===== src/rtl/dock_mv_pkg.sv =====
package dock_mv_pkg;

  typedef enum logic [1:0] {
    PR_ALWAYS = 2'd0,
    PR_NZ     = 2'd1,
    PR_ZERO   = 2'd2,
    PR_NEVER  = 2'd3
  } pred_e;

  typedef struct packed {
    pred_e pred;
    logic  rpt;
    logic  imm;
    logic  dec;
    logic  ti;
    logic  di;
    logic  dc;
  } mv_ins_t;

  function automatic logic pred_holds(pred_e p, logic z);
    case (p)
      PR_ALWAYS: pred_holds = 1'b1;
      PR_NZ:     pred_holds = !z;
      PR_ZERO:   pred_holds = z;
      default:   pred_holds = 1'b0;
    endcase
  endfunction

endpackage


===== src/rtl/mv_slot.sv =====
module mv_slot
  import dock_mv_pkg::*;
(
  input  logic    clk,
  input  logic    rst_n,
  input  logic    ins_valid,
  input  mv_ins_t ins,
  input  logic    retire,
  input  logic    fire,
  output logic    ins_ready,
  output logic    held,
  output mv_ins_t cur,
  output logic    bad_move
);

  logic accept;
  logic illegal;

  assign ins_ready = !held;
  assign accept    = ins_valid && !held;
  assign illegal   = !ins.imm && !ins.ti && !ins.di;

  always_ff @(posedge clk) begin
    if (!rst_n) begin
      held     <= 1'b0;
      cur      <= '0;
      bad_move <= 1'b0;
    end else begin
      bad_move <= accept && illegal;
      if (held && retire) begin
        held <= 1'b0;
      end else if (accept && !illegal) begin
        held <= 1'b1;
        cur  <= ins;
      end
    end
  end

  AST_ILLEGAL_DROP: assert property (@(posedge clk) disable iff (!rst_n)
    (accept && illegal) |=> (!held && bad_move));
  AST_NO_FIRE_IDLE: assert property (@(posedge clk) disable iff (!rst_n)
    fire |-> held);
  AST_RETIRE_FREES: assert property (@(posedge clk) disable iff (!rst_n)
    (held && retire) |=> !held);

endmodule


===== src/rtl/mv_lc.sv =====
module mv_lc #(
  parameter int LC_W = 37
) (
  input  logic            clk,
  input  logic            rst_n,
  input  logic            clr,
  input  logic            ld,
  input  logic [LC_W-1:0] ld_val,
  input  logic            dec,
  output logic [LC_W-1:0] lc,
  output logic            z
);

  localparam logic [LC_W-1:0] ONE = {{(LC_W-1){1'b0}}, 1'b1};

  assign z = (lc == '0);

  always_ff @(posedge clk) begin
    if (!rst_n) begin
      lc <= '0;
    end else if (clr) begin
      lc <= '0;
    end else if (ld) begin
      lc <= ld_val;
    end else if (dec && !z) begin
      lc <= lc - ONE;
    end
  end

  AST_LC_STEP: assert property (@(posedge clk) disable iff (!rst_n)
    (dec && !clr && !ld && lc != '0) |=> (lc == $past(lc) - ONE));
  AST_LC_SAT: assert property (@(posedge clk) disable iff (!rst_n)
    (dec && !clr && !ld && lc == '0) |=> (lc == '0));
  AST_LC_CLR: assert property (@(posedge clk) disable iff (!rst_n)
    clr |=> z);

endmodule


===== src/rtl/mv_torp.sv =====
module mv_torp (
  input  logic clk,
  input  logic rst_n,
  input  logic torp_valid,
  input  logic strike,
  output logic torp_ready,
  output logic pend
);

  assign torp_ready = !pend;

  always_ff @(posedge clk) begin
    if (!rst_n) begin
      pend <= 1'b0;
    end else if (strike) begin
      pend <= 1'b0;
    end else if (torp_valid && !pend) begin
      pend <= 1'b1;
    end
  end

  AST_TORP_KEEP: assert property (@(posedge clk) disable iff (!rst_n)
    (pend && !strike) |=> pend);
  AST_STRIKE_PEND: assert property (@(posedge clk) disable iff (!rst_n)
    strike |-> pend);

endmodule


===== src/rtl/dock_move_exec.sv =====
module dock_move_exec
  import dock_mv_pkg::*;
#(
  parameter int LC_W = 37
) (
  input  logic            clk,
  input  logic            rst_n,
  input  logic            ins_valid,
  output logic            ins_ready,
  input  logic [1:0]      ins_pred,
  input  logic            ins_rpt,
  input  logic            ins_imm,
  input  logic            ins_dec,
  input  logic            ins_ti,
  input  logic            ins_di,
  input  logic            ins_dc,
  input  logic            dsucc_empty,
  input  logic            tsucc_empty,
  input  logic            tok_valid,
  input  logic            tok_sig,
  output logic            tok_ready,
  input  logic            dat_valid,
  input  logic            dat_sig,
  output logic            dat_ready,
  input  logic            torp_valid,
  output logic            torp_ready,
  input  logic            ship_c,
  input  logic            lc_ld,
  input  logic [LC_W-1:0] lc_ld_val,
  output logic            mv_fire,
  output logic            c_flag,
  output logic            z_flag,
  output logic [LC_W-1:0] lc_val,
  output logic            bad_move
);

  mv_ins_t ins_in;
  mv_ins_t cur;
  logic    held;
  logic    pend;
  logic    pok;
  logic    inputs_ok;
  logic    succ_ok;
  logic    strike;
  logic    retire;

  assign ins_in = '{pred: pred_e'(ins_pred), rpt: ins_rpt, imm: ins_imm,
                    dec: ins_dec, ti: ins_ti, di: ins_di, dc: ins_dc};

  mv_slot u_slot (
    .clk(clk), .rst_n(rst_n), .ins_valid(ins_valid), .ins(ins_in),
    .retire(retire), .fire(mv_fire), .ins_ready(ins_ready), .held(held),
    .cur(cur), .bad_move(bad_move)
  );

  mv_torp u_torp (
    .clk(clk), .rst_n(rst_n), .torp_valid(torp_valid), .strike(strike),
    .torp_ready(torp_ready), .pend(pend)
  );

  mv_lc #(.LC_W(LC_W)) u_lc (
    .clk(clk), .rst_n(rst_n), .clr(strike), .ld(lc_ld), .ld_val(lc_ld_val),
    .dec(mv_fire && cur.dec), .lc(lc_val), .z(z_flag)
  );

  assign pok       = pred_holds(cur.pred, z_flag);
  assign succ_ok   = dsucc_empty && tsucc_empty;
  assign inputs_ok = (!cur.ti || tok_valid) && (!cur.di || dat_valid);
  assign mv_fire   = held && pok && succ_ok && inputs_ok;
  assign strike    = held && pok && !mv_fire && !cur.imm && pend;
  assign retire    = (held && !pok) || strike || (mv_fire && !cur.rpt);
  assign tok_ready = mv_fire && cur.ti;
  assign dat_ready = mv_fire && cur.di;

  always_ff @(posedge clk) begin
    if (!rst_n) begin
      c_flag <= 1'b0;
    end else if (mv_fire) begin
      if (cur.dc)      c_flag <= ship_c;
      else if (cur.di) c_flag <= dat_sig;
      else if (cur.ti) c_flag <= tok_sig;
    end
  end

  AST_RPT_STAYS: assert property (@(posedge clk) disable iff (!rst_n)
    (mv_fire && cur.rpt) |=> held);
  AST_C_SHIP: assert property (@(posedge clk) disable iff (!rst_n)
    (mv_fire && cur.dc) |=> (c_flag == $past(ship_c)));
  AST_IMMUNE_KEEPS: assert property (@(posedge clk) disable iff (!rst_n)
    (held && cur.imm && !mv_fire && pok) |=> held);
  AST_FIRE_EMPTY: assert property (@(posedge clk) disable iff (!rst_n)
    (tok_ready || dat_ready) |-> (dsucc_empty && tsucc_empty));

endmodule


===== config.mk =====
export PLATFORM = sky130hd
export DESIGN_NAME = dock_move_exec
export DESIGN_NICKNAME = d
export VERILOG_FILES = /design/src/rtl/dock_mv_pkg.sv /design/src/rtl/mv_slot.sv /design/src/rtl/mv_lc.sv /design/src/rtl/mv_torp.sv /design/src/rtl/dock_move_exec.sv
export SDC_FILE = /design/constraint.sdc
export NUM_CORES = 1
export LEC_CHECK = 0
export ABC_AREA = 0
export BUFFER_PORTS_ARGS = -buffer_cell sky130_fd_sc_hd__buf_2
export CORE_UTILIZATION = 40
export DETAILED_ROUTE_END_ITERATION = 12
export PLACE_DENSITY = 0.68
export SLEW_MARGIN = 5
export SYNTH_ARGS = -nofsm -noshare
export SYNTH_HDL_FRONTEND = slang
export SYNTH_SLANG_ARGS = --single-unit

===== constraint.sdc =====
create_clock -name clk -period 4.92 [get_ports clk]
set_input_delay 0.246 -clock clk [delete_from_list [all_inputs] [get_ports clk]]
set_output_delay 0.246 -clock clk [all_outputs]
set_load 0.02 [all_outputs]

==> results.md, run 1 <==
- Critical Path Fanout Max: 10
- Largest buffer count on any clock path: 2
- Hold EP: u_torp.pend$_SDFFE_PP0P_
- Initial antenna violation count: 0
- GRT Total Usage: 20.8%
- Worst flop-to-flop path endpoint: u_lc.lc[1]$_SDFFE_PP0P_
- CP Launch Type: flip-flop
- ANT cells: 0
- Routability Congestion: 0.802
- H-tree depth: 2
- Fin crit period: 3.02 ns
- Most frequent cells after synthesis: dfxtp_1, nand2_1, nor2_1, nor3_1, xnor2_1
- LEAKAGE: 1.42 nW
- Final instance area: 3540 um2
- Worst vdd ir: 0.000138 V
- Hold Startpoint: torp_valid
- Worst slew pin tran: 0.891 ns
- DR WL/cell: 14.6 um
- Synth Flop Type: dfxtp_1
- Post-Syn Area per Cell: 8.42 um2
- Slew headroom: 40.5%
- Vias: 2893
- Worst reg-to-reg setup slack: 1.91 ns
- I/O Buffers: 101
- Largest family of logic cells by synthesized area: simple AND/OR/NAND/NOR gates
- Ranking of synthesized cells by area: dfxtp_1, nand2_1, xnor2_1, nor2_1, a211oi_1
- Simple-gate portion of the synthesized area: 35.2%
- RR Startpoint: u_lc.lc[20]$_SDFFE_PP0P_
- Die X: 87.6 um
- Final wirelength: 7800 um
- Xor/xnor cell area share of the yosys netlist: 5.38%
- Post-synthesis mux area share: 1.03%
- Distinct cells, synth: 58
- Share of cells above drive strength 1: 29.2%
- Post-synth top area cell: dfxtp_1
- CTS tree: done
- Post-DP HPWL: 5700 um
- Synth Warn #: 0
- Yosys top cell area share: 33.5%
- Register area share after synthesis: 33.5%
- Synth Area in Adders: 0.854%
- Arr. time, crit path: 2.77 ns
- Synthesis-to-layout area growth: 20.8%
- Fmax: 332 MHz
- Post-synthesis compound-gate area fraction: 19.6%
- Fin cells: 534
- Syn Nets: 407
- Final Skew: 0.00827 ns
- Vias in the first global route: 2641
- DRT Pass-1 Iters: 4
- Reg2reg path depth: 7
- Initial Utilization: 42.2%
- Cell area after synthesis: 2930 um2
- Postcts setup bufs: 0
- Hold path depth: 3
- Most frequent cell after synthesis: dfxtp_1
- Core footprint: 6940 um2
- ANT nets after route: 0
- Dpl cell area: 3450 um2
- Hold_buf cts: 0
- Vert. Die Dim: 87.6 um
- First-pass GRT wire length: 12700 um
- RSZ-0062 raised after global routing: no
- Initial DRC count: 142
- Max-cap viol count: 0
- Setup TNS: 0 ns
- Die ar.: 7670 um2
- Largest net degree at the start of global routing: 56
- Req. time, crit path: 4.67 ns
- Num ports: 102
- Vias/cell: 5.42
- Clk slew on worst S/H paths: 0.09 ns
- DR DRC count: 0
- CTS buffer count: 5
- Final setup viols: 0
- HP Class: input port to flip-flop
- Final #Nets: 497
- Clock Sinks: 49
- Clk root buf: clkbuf_8
- Num rows: 30
- Seq cells post-synth: 49
- Final period utilization: 61.3%
- Critical path capture point type: primary output
- Outcome: finished, final reports clean
- Clk Latency, worst-skew pair: 0.30 ns
- Post-synth EDFFs: 0
- Post-synthesis cell count: 348
- GRT overflow: 0
- Max Slew Vio Count: 0
- Final Hold Vio Count: 0
- Worst hold margin: 0.150 ns
- Setup Crit Path Kind: flip-flop to primary output
- PD cells: 263 nW/um2
- Post-CTS Resized: 0
- Ys async rst share: 0%
- Cells after DPL: 527
cell type report:
class	count	area [um2]
Sequential cell	49	981
Clock buffer	7	86.3
Tap cell	96	120
Multi-Input combinational cell	274	1820
Inverter	7	27.5
Fill cell	684	3410
Timing Repair Buffer	101	505
critical path, stage by stage, from the launching register on:
cell	delay [ns]
dfxtp_1	0.36
or4_1	0.68
nor3_4	0.43
nand4_4	0.24
mux2i_1	0.38
and3_1	0.21
buf_2	0.16
report_power, final:
part           switching, mW  leakage [nW]  internal (mW)
combinational          0.139         0.966         0.0924
clock                  0.129        0.0443          0.112
sequential            0.0328         0.405          0.424
total                  0.301          1.42          0.628
logic make-up after synthesis:
logic type / count (synthesis)
compound gates: 80
xor+xnor: 18
fa+ha+maj: 2
buf+inv: 25
flops: 49
mux: 3
simple gates: 171
cell usage in the layout (no fill, tap or decap), types with 6 or more instances in the layout:
master and count:
or3_1 8, nand4_1 7, nor3_1 18, dfxtp_1 49, o21ai_0 13, nor2_1 33
or4_1 7, xnor2_1 15, nand2_1 36, nor2b_1 8, a21oi_1 14, nor4_1 10
clkbuf_8 6, buf_2 101, a211oi_1 14
through the flow:
| step | worst slack [ns] | util, % | power [mW] |
|---|---|---|---|
| floorplan | 2.33 | - | 0.623 |
| global placement | 2.06 | 49.7 | 0.694 |
| detailed placement | 1.94 | 49.7 | 0.697 |
| CTS | 1.89 | 50.9 | 0.936 |
| global route | 1.71 | 50.9 | 0.980 |
| finish | 1.90 | 50.9 | 0.929 |
per-layer routing:
metal  vias to the layer above  track usage [%]  wire (um)  part of all wire (%)
li1                       1473                -          -                     -
met1                      1324             29.5       3720                    48
met2                        90             32.5       3490                    45
met3                         6             4.15        513                   6.6
met4                         0             5.22         80                   1.0
met5                         -                0          0                     0
worst max-delay path by stage:
stage | startpoint | end | slack (ns) | cells after the start
after detailed placement | u_lc.lc[20]$_SDFFE_PP0P_ | u_lc.lc[1]$_SDFFE_PP0P_ | 1.94 | 7
after floorplan | u_lc.lc[29]$_SDFFE_PP0P_ | u_lc.lc[0]$_SDFFE_PP0P_ | 2.33 | 8
after CTS | u_lc.lc[20]$_SDFFE_PP0P_ | tok_ready | 1.89 | 6
final | u_lc.lc[20]$_SDFFE_PP0P_ | tok_ready | 1.90 | 6
after global placement | u_lc.lc[20]$_SDFFE_PP0P_ | u_lc.lc[1]$_SDFFE_PP0P_ | 2.06 | 7
after global routing | u_lc.lc[20]$_SDFFE_PP0P_ | u_lc.lc[27]$_SDFFE_PP0P_ | 1.71 | 7
registers in the layout, indices dropped and copies added (netlist names):
signal / flops
u_slot.bad_move: 1
u_slot.cur: 8
u_slot.held: 1
u_torp.pend: 1
u_lc.lc: 37
c_flag: 1
No activity file was read; power rests on OpenSTA's default activity.
==> inputs of run 2 (changes only) <==
--- a/config.mk
+++ b/config.mk
@@ -9,7 +9,7 @@
 export BUFFER_PORTS_ARGS = -buffer_cell sky130_fd_sc_hd__buf_2
 export CORE_UTILIZATION = 40
 export DETAILED_ROUTE_END_ITERATION = 12
-export PLACE_DENSITY = 0.68
+export PLACE_DENSITY = 0.71
 export SLEW_MARGIN = 5
 export SYNTH_ARGS = -nofsm -noshare
 export SYNTH_HDL_FRONTEND = slang
==> constraint.sdc (replaced) <==
create_clock -name clk -period 2.7 [get_ports clk]
set_input_delay 0.135 -clock clk [delete_from_list [all_inputs] [get_ports clk]]
set_output_delay 0.135 -clock clk [all_outputs]
set_load 0.02 [all_outputs]
==> run 2 against run 1 <==
Clock power grew 85%. Worst setup slack lost 1.8 ns. Sequential power grew 81%. Sequential share of layout area shrank 1.2 points.
==> results.md, run 2 (synthesis gave the netlist of run 1 again) <==
- ANT nets after route: 0
- Critical Path Fanout Max: 8
- Clk Latency, worst-skew pair: 0.31 ns
- Num ports: 102
- Vias/cell: 5.50
- Final #Nets: 512
- Setup TNS: 0 ns
- Vias in the first global route: 2746
- Met2 wire len: 3890 um
- Vert. Die Dim: 87.6 um
- DR WL/cell: 15.2 um
- ANT cells: 0
- Final Power: 1.74 mW
- Highest-count cells in the layout ignoring fill and taps: buf_2, dfxtp_1, nand2_1
- Worst vdd ir: 0.000228 V
- Worst slew pin tran: 0.922 ns
- Number of fillers in the final layout: 696
- Num rows: 30
- Share of cells above drive strength 1: 32.8%
- Post-Route M1 WL: 3840 um
- Fin crit period: 2.57 ns
- Clk root buf: clkbuf_8
- Hold_buf cts: 0
- GRT overflow: 0
- Final Hold Vio Count: 0
- Most common cell after layout, fill and taps aside: buf_2
- Max FFs per register: 37
- CTS buffer count: 5
- RSZ-0062 raised after global routing: no
- Biggest regs: u_lc.lc (37), u_slot.cur (8)
- Vias: 3024
- Synthesis-to-layout area growth: 26.1%
- Core footprint: 6940 um2
- Metal3 WL: 565 um
- Arr. time, crit path: 2.44 ns
- Clock Sinks: 49
- DR DRC count: 0
- Initial Utilization: 42.2%
- HP Class: input port to flip-flop
- PD cells: 470 nW/um2
- Most flops, register: u_lc.lc
- Slew headroom: 38.5%
- First-pass GRT wire length: 13000 um
- Fmax: 389 MHz
- Final period utilization: 95.2%
- Final Skew: 0.0131 ns
- DRT Pass-1 Iters: 7
- LEAKAGE: 1.48 nW
- CP Launch Type: flip-flop
- Req. time, crit path: 2.57 ns
- Max Slew Vio Count: 0
- I/O Buffers: 101
- Largest net degree at the start of global routing: 56
- Die ar.: 7670 um2
- Final setup viols: 0
- H-tree depth: 2
- Routability Congestion: 0.820
- Top Metal Used: met4
- Final wirelength: 8370 um
- GRT Total Usage: 21.5%
- Setup Crit Path Kind: flip-flop to primary output
- Max-cap viol count: 0
- CTS tree: done
- Post-DP HPWL: 5970 um
- Initial antenna violation count: 0
- Outcome: finished, final reports clean
- Initial DRC count: 217
- Clk slew on worst S/H paths: 0.10 ns
- Die X: 87.6 um
- Largest buffer count on any clock path: 2
- Critical path capture point type: primary output
-- run 2: cell count changes in the layout (fill, tap and decap cells not counted), sizes merged --
cell / previous run / this run
nand2: 37 / 38
buf: 101 / 115
clkinvlp: 0 / 2
clkbuf: 7 / 6
-- run 2: critical path, stage by stage, from the launching register on --
cell and delay, ns:
dfxtp_1 0.36, or4_4 0.59, nor4_4 0.27, nand4_4 0.14, buf_4 0.20, mux2i_4 0.22
and2_1 0.18, buf_2 0.17
-- run 2: path summary, 6_finish.rpt --
check / start / endpoint / slack (ns) / cells after the start
max: u_lc.lc[30]$_SDFFE_PP0P_ / mv_fire / 0.13 / 7
min: torp_valid / u_torp.pend$_SDFFE_PP0P_ / 0.03 / 3
max reg2reg: u_lc.lc[20]$_SDFFE_PP0P_ / u_lc.lc[21]$_SDFFE_PP0P_ / 0.22 / 8
min reg2reg: u_slot.cur[5]$_SDFFE_PN0P_ / u_slot.cur[5]$_SDFFE_PN0P_ / 0.48 / 2
-- run 2: stage by stage --
stage               utilization [%]  instances  cell area [um2]  hold WS, ns  setup slack [ns]
global route                   53.2        550             3690       0.0221            0.0215
global placement               51.1        540             3550        0.343             0.152
detailed placement             51.1        540             3550        0.349            0.0976
CTS                            52.6        548             3650       0.0276            0.0545
floorplan                         -        348             2930        0.251             0.108
finish                         53.2        550             3690       0.0345             0.128
-- run 2: metal layers --
metal	up-vias	global-route usage (%)
met2	115	34.9
met3	8	3.58
met1	1401	29.8
met5	-	0
met4	0	5.22
li1	1500	-
-- run 2: power by group --
group / switching [mW] / total (mW) / internal [mW] / leakage (nW)
Combinational: 0.271 / 0.460 / 0.189 / 1.04
Clock: 0.263 / 0.446 / 0.183 / 0.0374
Sequential: 0.0570 / 0.829 / 0.772 / 0.405
Total: 0.590 / 1.74 / 1.15 / 1.48
-- run 2: cell type report --
class	instances	area (um2)	share of cell area [%]
clock buffers	6	72.6	1.97
clock inverters	2	15.0	0.407
multi-input cells	275	1870	50.5
inverters	7	27.5	0.746
well taps	96	120	3.25
repair buffers	115	611	16.5
flip-flops and latches	49	981	26.6
-- run 2: what timing repair did --
item,4_1_cts,5_1_grt
endpoints found under the setup margin,3,7
pin swaps,0,3
resized for setup,3,5
setup buffers,0,1
gates cloned,0,1
